$ cat src/rtl/cst_pkg.sv
package cst_pkg;

  // rows left after one 3:2 level acting on n rows
  function automatic int next_rows(input int n);
    return (n / 3) * 2 + (n % 3);
  endfunction

  // rows present at the input of level l, starting from n0 rows
  function automatic int rows_at(input int n0, input int l);
    int n;
    n = n0;
    for (int k = 0; k < l; k++) n = next_rows(n);
    return n;
  endfunction

  // number of compressor levels needed to reach two rows
  function automatic int num_levels(input int n0);
    int n;
    int c;
    n = n0;
    c = 0;
    while (n > 2) begin
      n = next_rows(n);
      c++;
    end
    return c;
  endfunction

  // first row index of level l inside the flat row bus
  function automatic int row_offset(input int n0, input int l);
    int s;
    s = 0;
    for (int k = 0; k < l; k++) s += rows_at(n0, k);
    return s;
  endfunction

  function automatic logic xor3(input logic x, input logic y, input logic z);
    return x ^ y ^ z;
  endfunction

  function automatic logic maj3(input logic x, input logic y, input logic z);
    return (x & y) | (x & z) | (y & z);
  endfunction

endpackage

$ cat src/rtl/cst_ppgen.sv
module cst_ppgen #(
  parameter int W  = 8,
  parameter int PW = 2 * W
) (
  input  logic [W-1:0]      op_a,
  input  logic [W-1:0]      op_b,
  output logic [W*PW-1:0]   pp_rows
);
  localparam int PAD = PW - W;

  for (genvar i = 0; i < W; i++) begin : g_row
    logic [W-1:0]  gated;
    logic [PW-1:0] wide;
    assign gated = op_a & {W{op_b[i]}};
    assign wide  = {{PAD{1'b0}}, gated};
    assign pp_rows[i*PW +: PW] = wide << i;
  end
endmodule

$ cat src/rtl/cst_csa_level.sv
module cst_csa_level #(
  parameter int N_IN = 8,
  parameter int PW   = 16,
  localparam int N_OUT = cst_pkg::next_rows(N_IN)
) (
  input  logic [N_IN*PW-1:0]  vin,
  output logic [N_OUT*PW-1:0] vout
);
  localparam int GRP  = N_IN / 3;
  localparam int LEFT = N_IN % 3;

  for (genvar g = 0; g < GRP; g++) begin : g_grp
    logic [PW-1:0] x_r, y_r, z_r;
    logic [PW-1:0] s_r, c_r;
    assign x_r = vin[(3*g)*PW   +: PW];
    assign y_r = vin[(3*g+1)*PW +: PW];
    assign z_r = vin[(3*g+2)*PW +: PW];

    always_comb begin
      c_r[0] = 1'b0;
      for (int j = 0; j < PW; j++) begin
        s_r[j] = cst_pkg::xor3(x_r[j], y_r[j], z_r[j]);
        if (j > 0) c_r[j] = cst_pkg::maj3(x_r[j-1], y_r[j-1], z_r[j-1]);
      end
    end

    assign vout[(2*g)*PW   +: PW] = s_r;
    assign vout[(2*g+1)*PW +: PW] = c_r;
  end

  for (genvar k = 0; k < LEFT; k++) begin : g_pass
    assign vout[(2*GRP+k)*PW +: PW] = vin[(3*GRP+k)*PW +: PW];
  end
endmodule

$ cat src/rtl/cst_reduce.sv
module cst_reduce #(
  parameter int W  = 8,
  parameter int PW = 2 * W
) (
  input  logic [W*PW-1:0] pp_rows,
  output logic [PW-1:0]   red_sum,
  output logic [PW-1:0]   red_car
);
  localparam int NL   = cst_pkg::num_levels(W);
  localparam int TOT  = cst_pkg::row_offset(W, NL + 1);
  localparam int LAST = cst_pkg::row_offset(W, NL);

  logic [TOT*PW-1:0] row_bus;

  assign row_bus[0 +: W*PW] = pp_rows;

  for (genvar l = 0; l < NL; l++) begin : g_lvl
    localparam int NI  = cst_pkg::rows_at(W, l);
    localparam int NO  = cst_pkg::rows_at(W, l + 1);
    localparam int OFI = cst_pkg::row_offset(W, l);
    localparam int OFO = cst_pkg::row_offset(W, l + 1);

    cst_csa_level #(.N_IN(NI), .PW(PW)) u_lvl (
      .vin  (row_bus[OFI*PW +: NI*PW]),
      .vout (row_bus[OFO*PW +: NO*PW])
    );
  end

  assign red_sum = row_bus[LAST*PW       +: PW];
  assign red_car = row_bus[(LAST+1)*PW   +: PW];
endmodule

$ cat src/rtl/cst_cpa.sv
module cst_cpa #(
  parameter int PW = 16
) (
  input  logic [PW-1:0] x_in,
  input  logic [PW-1:0] y_in,
  output logic [PW-1:0] s_out
);
  // carry chain stops at the top bit: the carry-out is never formed
  logic [PW-1:0] cy;

  assign cy[0] = 1'b0;

  for (genvar j = 0; j < PW; j++) begin : g_bit
    assign s_out[j] = cst_pkg::xor3(x_in[j], y_in[j], cy[j]);
    if (j < PW - 1) begin : g_cy
      assign cy[j+1] = cst_pkg::maj3(x_in[j], y_in[j], cy[j]);
    end
  end
endmodule

$ cat src/rtl/cst_mult.sv
module cst_mult #(
  parameter int W       = 8,
  parameter bit IN_REG  = 1'b1,
  parameter bit OUT_REG = 1'b1,
  localparam int PW     = 2 * W
) (
  input  logic          clk,
  input  logic          rst_n,
  input  logic [W-1:0]  a_in,
  input  logic [W-1:0]  b_in,
  output logic [PW-1:0] prod
);
  logic [W-1:0]    op_a, op_b;
  logic [W*PW-1:0] pp_rows;
  logic [PW-1:0]   red_sum, red_car;
  logic [PW-1:0]   prod_comb;

  if (IN_REG) begin : g_in_reg
    always_ff @(posedge clk or negedge rst_n) begin
      if (!rst_n) begin
        op_a <= '0;
        op_b <= '0;
      end else begin
        op_a <= a_in;
        op_b <= b_in;
      end
    end
  end else begin : g_in_wire
    assign op_a = a_in;
    assign op_b = b_in;
  end

  cst_ppgen #(.W(W), .PW(PW)) u_ppgen (
    .op_a    (op_a),
    .op_b    (op_b),
    .pp_rows (pp_rows)
  );

  cst_reduce #(.W(W), .PW(PW)) u_reduce (
    .pp_rows (pp_rows),
    .red_sum (red_sum),
    .red_car (red_car)
  );

  cst_cpa #(.PW(PW)) u_cpa (
    .x_in  (red_sum),
    .y_in  (red_car),
    .s_out (prod_comb)
  );

  if (OUT_REG) begin : g_out_reg
    always_ff @(posedge clk or negedge rst_n) begin
      if (!rst_n) prod <= '0;
      else        prod <= prod_comb;
    end
  end else begin : g_out_wire
    assign prod = prod_comb;
  end
endmodule

$ cat config.mk
export PLATFORM = sky130hd
export DESIGN_NAME = cst_mult
export DESIGN_NICKNAME = d
export VERILOG_FILES = /design/src/rtl/cst_pkg.sv /design/src/rtl/cst_ppgen.sv /design/src/rtl/cst_csa_level.sv /design/src/rtl/cst_reduce.sv /design/src/rtl/cst_cpa.sv /design/src/rtl/cst_mult.sv
export SDC_FILE = /design/constraint.sdc
export NUM_CORES = 1
export LEC_CHECK = 0
export BUFFER_PORTS_ARGS = -buffer_cell sky130_fd_sc_hd__buf_4
export CAP_MARGIN = 20
export CORE_UTILIZATION = 50
export CTS_CLUSTER_SIZE = 8
export DETAILED_ROUTE_END_ITERATION = 16
export PLACE_DENSITY_LB_ADDON = 0.15
export SLEW_MARGIN = 30
export SYNTH_ARGS = -nofsm -noshare
export SYNTH_HDL_FRONTEND = slang
export SYNTH_HIERARCHICAL = 1
export SYNTH_SLANG_ARGS = --single-unit
$ cat constraint.sdc
create_clock -name clk -period 6.3 [get_ports clk]
set_input_delay 0 -clock clk [delete_from_list [all_inputs] [get_ports clk]]
set_output_delay 0 -clock clk [all_outputs]
set_load 0.03 [all_outputs]
==> results.md, run 1 <==
- Outcome: complete, but fails checks
- Failing checks: setup timing
- Synth Register Bits: 32
- CP cell instances: and2_4, fa_1, fa_1, fa_1, fa_1, fa_2, fa_2, fa_2, fa_2, fa_2, fa_2, fa_2, fa_2, fa_2, fa_2, xor3_1
- Worst-path maximum fanout: 4
- Syn. warnings: 6
- Slowest stage delay, CP: 0.56 ns
- Footprint of the multi-input gates: 0.002964 sq mm
- RD Place Congestion: 0.8625
- Syn-to-layout area delta: 4.499%
- Worst Hold Class: in2async
- Syn Area/Cell: 13.19 sq um
- Mapped Area: 0.004367 sq mm
- CP required: 6.47 ns
- Vias: 1,915
- Total die area: 0.009111 sq mm
- CTS Buffer Depth: 2
- Post-layout min period: 6.415 ns
- PD cells: 366.6 mW/mm^2
- Final Util: 54.71%
- Initial antenna violation count: 0
- TritonRoute pass-1 iters: 4
- First-pass GRT wire length: 11.44 mm
- Layout Nets: 476
- Largest net degree at the start of global routing: 33
- # fillers: 726
- Global route total overflow: 0
- Vias in the first global route: 2,403
- Crit path arrival time: 6.59 ns
- Post-synthesis sequential area ratio: 18.34%
- Ratio of cells with drive above 1 in the final layout: 21.75%
- P_leak: 2.152 nW
- RSZ-0062 raised after global routing: true
- Clock buffer count from CTS: 5
- Final Non-Filler Cells: 459
- IO Pins: 34
- Slowest stage cell on the critical path: fa_1
- Post-DP HPWL: 5.147 mm
- Min setup slack post-route: -0.1153 ns
- Worst vdd ir: 0.0002391 V
- Commonest non-fill, non-tap cell in the layout: fa_1
- Delay-heaviest family, CP: adder cells
- GRT Resource Usage Total: 17.21%
- Sink Count: 32
- Routed Antenna Nets: 0
- Worst Skew: 0.01177 ns
- Commonest non-fill, non-tap cells in the layout: fa_1 (90), conb_1 (70), and2_1 (62)
- Hold Fails Final Rpt: 0
- Clock-pin slew on the worst setup and hold paths: 0.08 ns
- CTS tree: yes
- Placed insts: 432
- Average routed wire per standard cell: 13.59 microns
- Synth unique cells: 7
- Remaining DRCs: 0
- Antenna cells: 0
- Bufs and invs on worst path: 0
- CP Capture Type: flip-flop
- Clk_lat worst skew: 0.30 ns
- Routed WL: 6.238 mm
- Clock H-tree levels: 2
- Crit path depth: 16
- Initial core utilization: 52.36%
- Cells after synthesis: 331
- Final Max Tran Viols: 0
- Buffers on Ports: 33
- FF-to-FF path depth: 16
- Tcrit/Tclk final: 101.8%
- MaxCap Viol Count: 0
- Die Ht: 95.45 microns
- DRT iter0 DRCs: 29
- Rows: 33
- WHS: 0.1714 ns
- Critical path startpoint category: flip-flop
- Die width: 95.45 microns
- Crit Path Category: reg2reg
- Vias per cell: 4.172
- Core Area: 0.008341 sq mm
- # setup viols final: 2
- Top cell by count, worst path: fa_2
- Register Area: 803.3 sq um
- Clock Root Buffer: clkbuf_8
- Fmax: 155.9 MHz
## timing repair
item,4_1_cts,5_1_grt
resized for setup,4,4
pin swaps,3,7
setup endpoints to repair,2,2
hold buffers,17,0
endpoints found under the hold margin,48,0
setup buffers,1,1
## where the power goes
group | switching (mW) | internal [mW]
clock | 0.0882 | 0.117
sequential | 0.0212 | 0.292
combinational | 0.585 | 0.569
## synthesized netlist by cell type, drive strengths merged
cell	n	share of area (%)
conb	5	0.43
ha	1	0.29
dfrtp	32	18
fa	104	48
xor3	7	3.8
buf	118	20
and2	64	9.2
## logic make-up (layout without fill, tap and decap cells)
logic type	after synthesis	count (layout)	share of synthesized area, %
buffers and inverters	118	76	20.29
adder cells (fa/ha/maj)	105	105	47.97
flip-flops	32	32	18.34
XOR/XNOR	7	7	3.811
AND/OR/NAND/NOR	64	64	9.169
other	5	70	0.4298
## layout make-up
class / instances / share of cell area [%]
well taps: 105 / 2.879
flip-flops and latches: 32 / 17.60
clock buffers: 5 / 1.508
repair buffers: 68 / 12.12
multi-input cells: 246 / 64.96
clock inverters: 3 / 0.9323
## per-layer routing
metal  track usage (%)  part of all wire, %  vias to the layer above
met5                 0                    0                        -
met4             3.731                 0.95                        0
met3             2.871                  2.6                        7
met2             28.10                   49                       31
met1             24.42                   47                     1025
li1                  -                    -                      852
## through the flow
stage	cell area [sq um]	total power, mW	worst slack [ns]	TNS [ns]
2_1_floorplan	4636	1.192	0.009120	0
3_3_place_gp	4249	1.465	-0.1342	-0.1568
3_5_place_dp	4249	1.433	-0.1689	-0.2008
4_1_cts	4548	1.690	-0.1826	-0.2828
5_1_grt	4563	1.866	-0.2874	-0.4933
6_report	4563	1.673	-0.1153	-0.1474
## sequential cells by signal, indices dropped and copies added (netlist names)
register and flops:
op_a 8, op_b 8, prod 16
## worst reg2reg max path, cell delays in order (launching register included)
cell and delay, ns:
dfrtp_2 0.43, and2_4 0.17, fa_1 0.56, fa_1 0.44
fa_1 0.53, fa_1 0.43, fa_2 0.36, fa_2 0.36
fa_2 0.39, fa_2 0.35, fa_2 0.35, fa_2 0.36
fa_2 0.35, fa_2 0.34, fa_2 0.34, fa_2 0.35
xor3_1 0.18
## final timing paths
path / start / to / slack [ns]
max in group asynchronous: rst_n / op_b[1] / 5.78
min in group clk: a_in[3] / op_a[3] / 0.35
hold / removal: rst_n / prod[11] / 0.17
setup reg to reg: op_b[2] / prod[15] / -0.12
hold reg to reg: op_a[0] / prod[8] / 1.23
setup / recovery: op_b[2] / prod[15] / -0.12
Power figures use the tool's default switching activity.
==> run 2, diff against run 1 <==
Settings changed: PLACE_DENSITY from default to 0.77, PLACE_DENSITY_LB_ADDON 0.15 to default.
==> run 2 against run 1 <==
Effect of this change:
- the flow still finishes with violations (setup timing)
- routed wire length down 4.1%
- clock-buffer cell count up 3
- largest power group unchanged
- worst hold slack better by 0.0013 ns
- first-iteration DRC count up 100%
- core utilization down 0.62 points
- global-route usage down 1.1 points
==> results.md, run 2 (synthesis results as in run 1) <==
- Core Area: 0.008341 sq mm (unchanged)
- Worst Skew: 0.01231 ns (+0.0005427 ns)
- Critical path startpoint category: flip-flop
- Remaining DRCs: 0 (unchanged)
- Final Util: 54.10% (-0.62 points)
- Max reg flops: 16 (unchanged)
- Vias in the first global route: 2,340 (-2.6%)
- Average routed wire per standard cell: 13.11 microns (-3.5%)
- Total die area: 0.009111 sq mm (unchanged)
- Worst r2r src: op_b[3]
- Design Area, Final: 0.004512 sq mm (-1.1%)
- DRT iter0 DRCs: 58 (+100%)
- CTS tree: yes
- DRT met1 WL: 2.582 mm (-12%)
- Initial core utilization: 52.36% (unchanged)
- Dpl cell area: 0.004234 sq mm (-0.35%)
- Worst vdd ir: 0.0002616 V (+9.4%)
- DR top layer: met4
- Min setup slack post-route: -0.08778 ns (+0.02753 ns)
- Antenna cells: 0 (unchanged)
- First-pass GRT wire length: 10.70 mm (-6.5%)
- Leading registers by flop count: prod (16), op_a (8), op_b (8)
- Die Ht: 95.45 microns (unchanged)
- Commonest non-fill, non-tap cell in the layout: fa_1
- Worst Hold Class: in2async
- Buffers on Ports: 33 (unchanged)
- Ratio of cells with drive above 1 in the final layout: 19.37% (-2.4 points)
- Worst-path maximum fanout: 4 (unchanged)
- Wire length on met2: 3.097 mm (+0.62%)
- Flop2flop setup slack: -0.09 ns (+0.03 ns)
- CTS Buffer Depth: 2 (unchanged)
- IO Pins: 34 (unchanged)
- Clock-pin slew on the worst setup and hold paths: 0.08 ns (about the same)
- Clock H-tree levels: 2 (unchanged)
- Largest net degree at the start of global routing: 33 (unchanged)
- TritonRoute pass-1 iters: 4 (unchanged)
- FF-to-FF path depth: 16 (unchanged)
- RD Place Congestion: 0.8800 (+2.0%)
- RSZ-0062 raised after global routing: true
- Setup_tns: -0.1062 ns (+0.04121 ns)
- # setup viols final: 2 (unchanged)
- CP required: 6.47 ns (about the same)
- CP Capture Type: flip-flop
- Worst reg2reg path endpoint: prod[15]
- Top reg by flops: prod
- Global route total overflow: 0 (unchanged)
- Routed WL: 5.980 mm (-4.1%)
- MaxCap Viol Count: 0 (unchanged)
- Tot Pwr: 1.601 mW (-4.3%)
- Routed Antenna Nets: 0 (unchanged)
- Fmax: 156.5 MHz (+0.43%)
- WHS: 0.1727 ns (+0.001336 ns)
- Crit Path Category: reg2reg
- Rows: 33 (unchanged)
- Tcrit/Tclk final: 101.4% (-0.44 points)
- Outcome: complete, but fails checks
- PD cells: 354.9 mW/mm^2 (-3.2%)
- Post-layout min period: 6.388 ns (-0.02753 ns)
- Final Max Tran Viols: 0 (unchanged)
- Sink Count: 32 (unchanged)
- Syn-to-layout area delta: 3.324%
- Clock Root Buffer: clkbuf_8
- Vias: 1,938 (+1.2%)
- Met3 wire length: 245 microns (+51%)
- Initial antenna violation count: 0 (unchanged)
- P_leak: 2.136 nW (-0.74%)
- Clock buffer count from CTS: 5 (unchanged)
- Clk_lat worst skew: 0.30 ns (about the same)
- Hold Fails Final Rpt: 0 (unchanged)
- GRT Resource Usage Total: 16.08% (-1.1 points)
- Post-DP HPWL: 4.942 mm (-4.0%)
- Vias per cell: 4.250 (+1.9%)
- Crit path arrival time: 6.55 ns (-0.04 ns)
- Layout Nets: 473 (-0.63%)
- Failing checks: setup timing
- Commonest non-fill, non-tap cells in the layout: fa_1 (93), conb_1 (70), and2_1 (61)
- Die width: 95.45 microns (unchanged)
[run 2: where the power goes]
group / switching, mW / total [mW] / internal, mW / leakage [nW]
clock network: 0.0828 / 0.172 / 0.0892 / 0.0455
logic: 0.564 / 1.12 / 0.554 / 1.72
registers: 0.0191 / 0.311 / 0.292 / 0.373
[run 2: how the worst max path moves through the flow]
| stage | end | from | depth (start not counted) | slack [ns] |
|---|---|---|---|---|
| 2_1_floorplan | prod[15] | op_b[5] | 16 | 0.009 |
| 3_3_place_gp | prod[15] | op_b[3] | 16 | -0.07 |
| 3_5_place_dp | prod[15] | op_b[3] | 16 | -0.15 |
| 4_1_cts | prod[15] | op_b[3] | 16 | -0.11 |
| 5_1_grt | prod[15] | op_b[3] | 16 | -0.25 |
| 6_report | prod[15] | op_b[3] | 16 | -0.09 |
[run 2: critical path, cell delays in order, from the launching register on]
cell	delay, ns
dfrtp_1	0.42
and2_4	0.18
fa_1	0.46
fa_1	0.52
fa_1	0.56
fa_1	0.44
fa_2	0.35
fa_2	0.37
fa_2	0.35
fa_2	0.35
fa_2	0.35
fa_2	0.35
fa_2	0.35
fa_2	0.35
fa_2	0.34
fa_2	0.34
xor3_1	0.18
[run 2: what timing repair did]
action | in CTS | in global routing
pin swaps | 0 | 1
buffers inserted | 1 | 0
endpoints found under the setup margin | 2 | 2
gates resized for setup | 4 | 0
endpoints found under the hold margin | 48 | 0
hold buffers | 17 | 0
[run 2: final cells by class]
class / instances / area [sq um]
clock buffer: 8 / 90.09
sequential: 32 / 800.8
multi-input combinational: 246 / 2959
timing repair buffer: 65 / 530.5
fill: 698 / 3829
tap: 105 / 131.4
[run 2: metal layers]
layer  GRT usage, %  up-vias
met5              0        -
met4          3.358        0
met3          3.110        6
met2          27.14       46
met1          21.79     1040
li1               -      846
[run 2: per-stage QoR]
stage / setup WS, ns / instances
floorplan: 0.009120 / 396
global placement: -0.06951 / 430
detailed placement: -0.1499 / 430
CTS: -0.1146 / 456
global route: -0.2484 / 456
finish: -0.08778 / 456
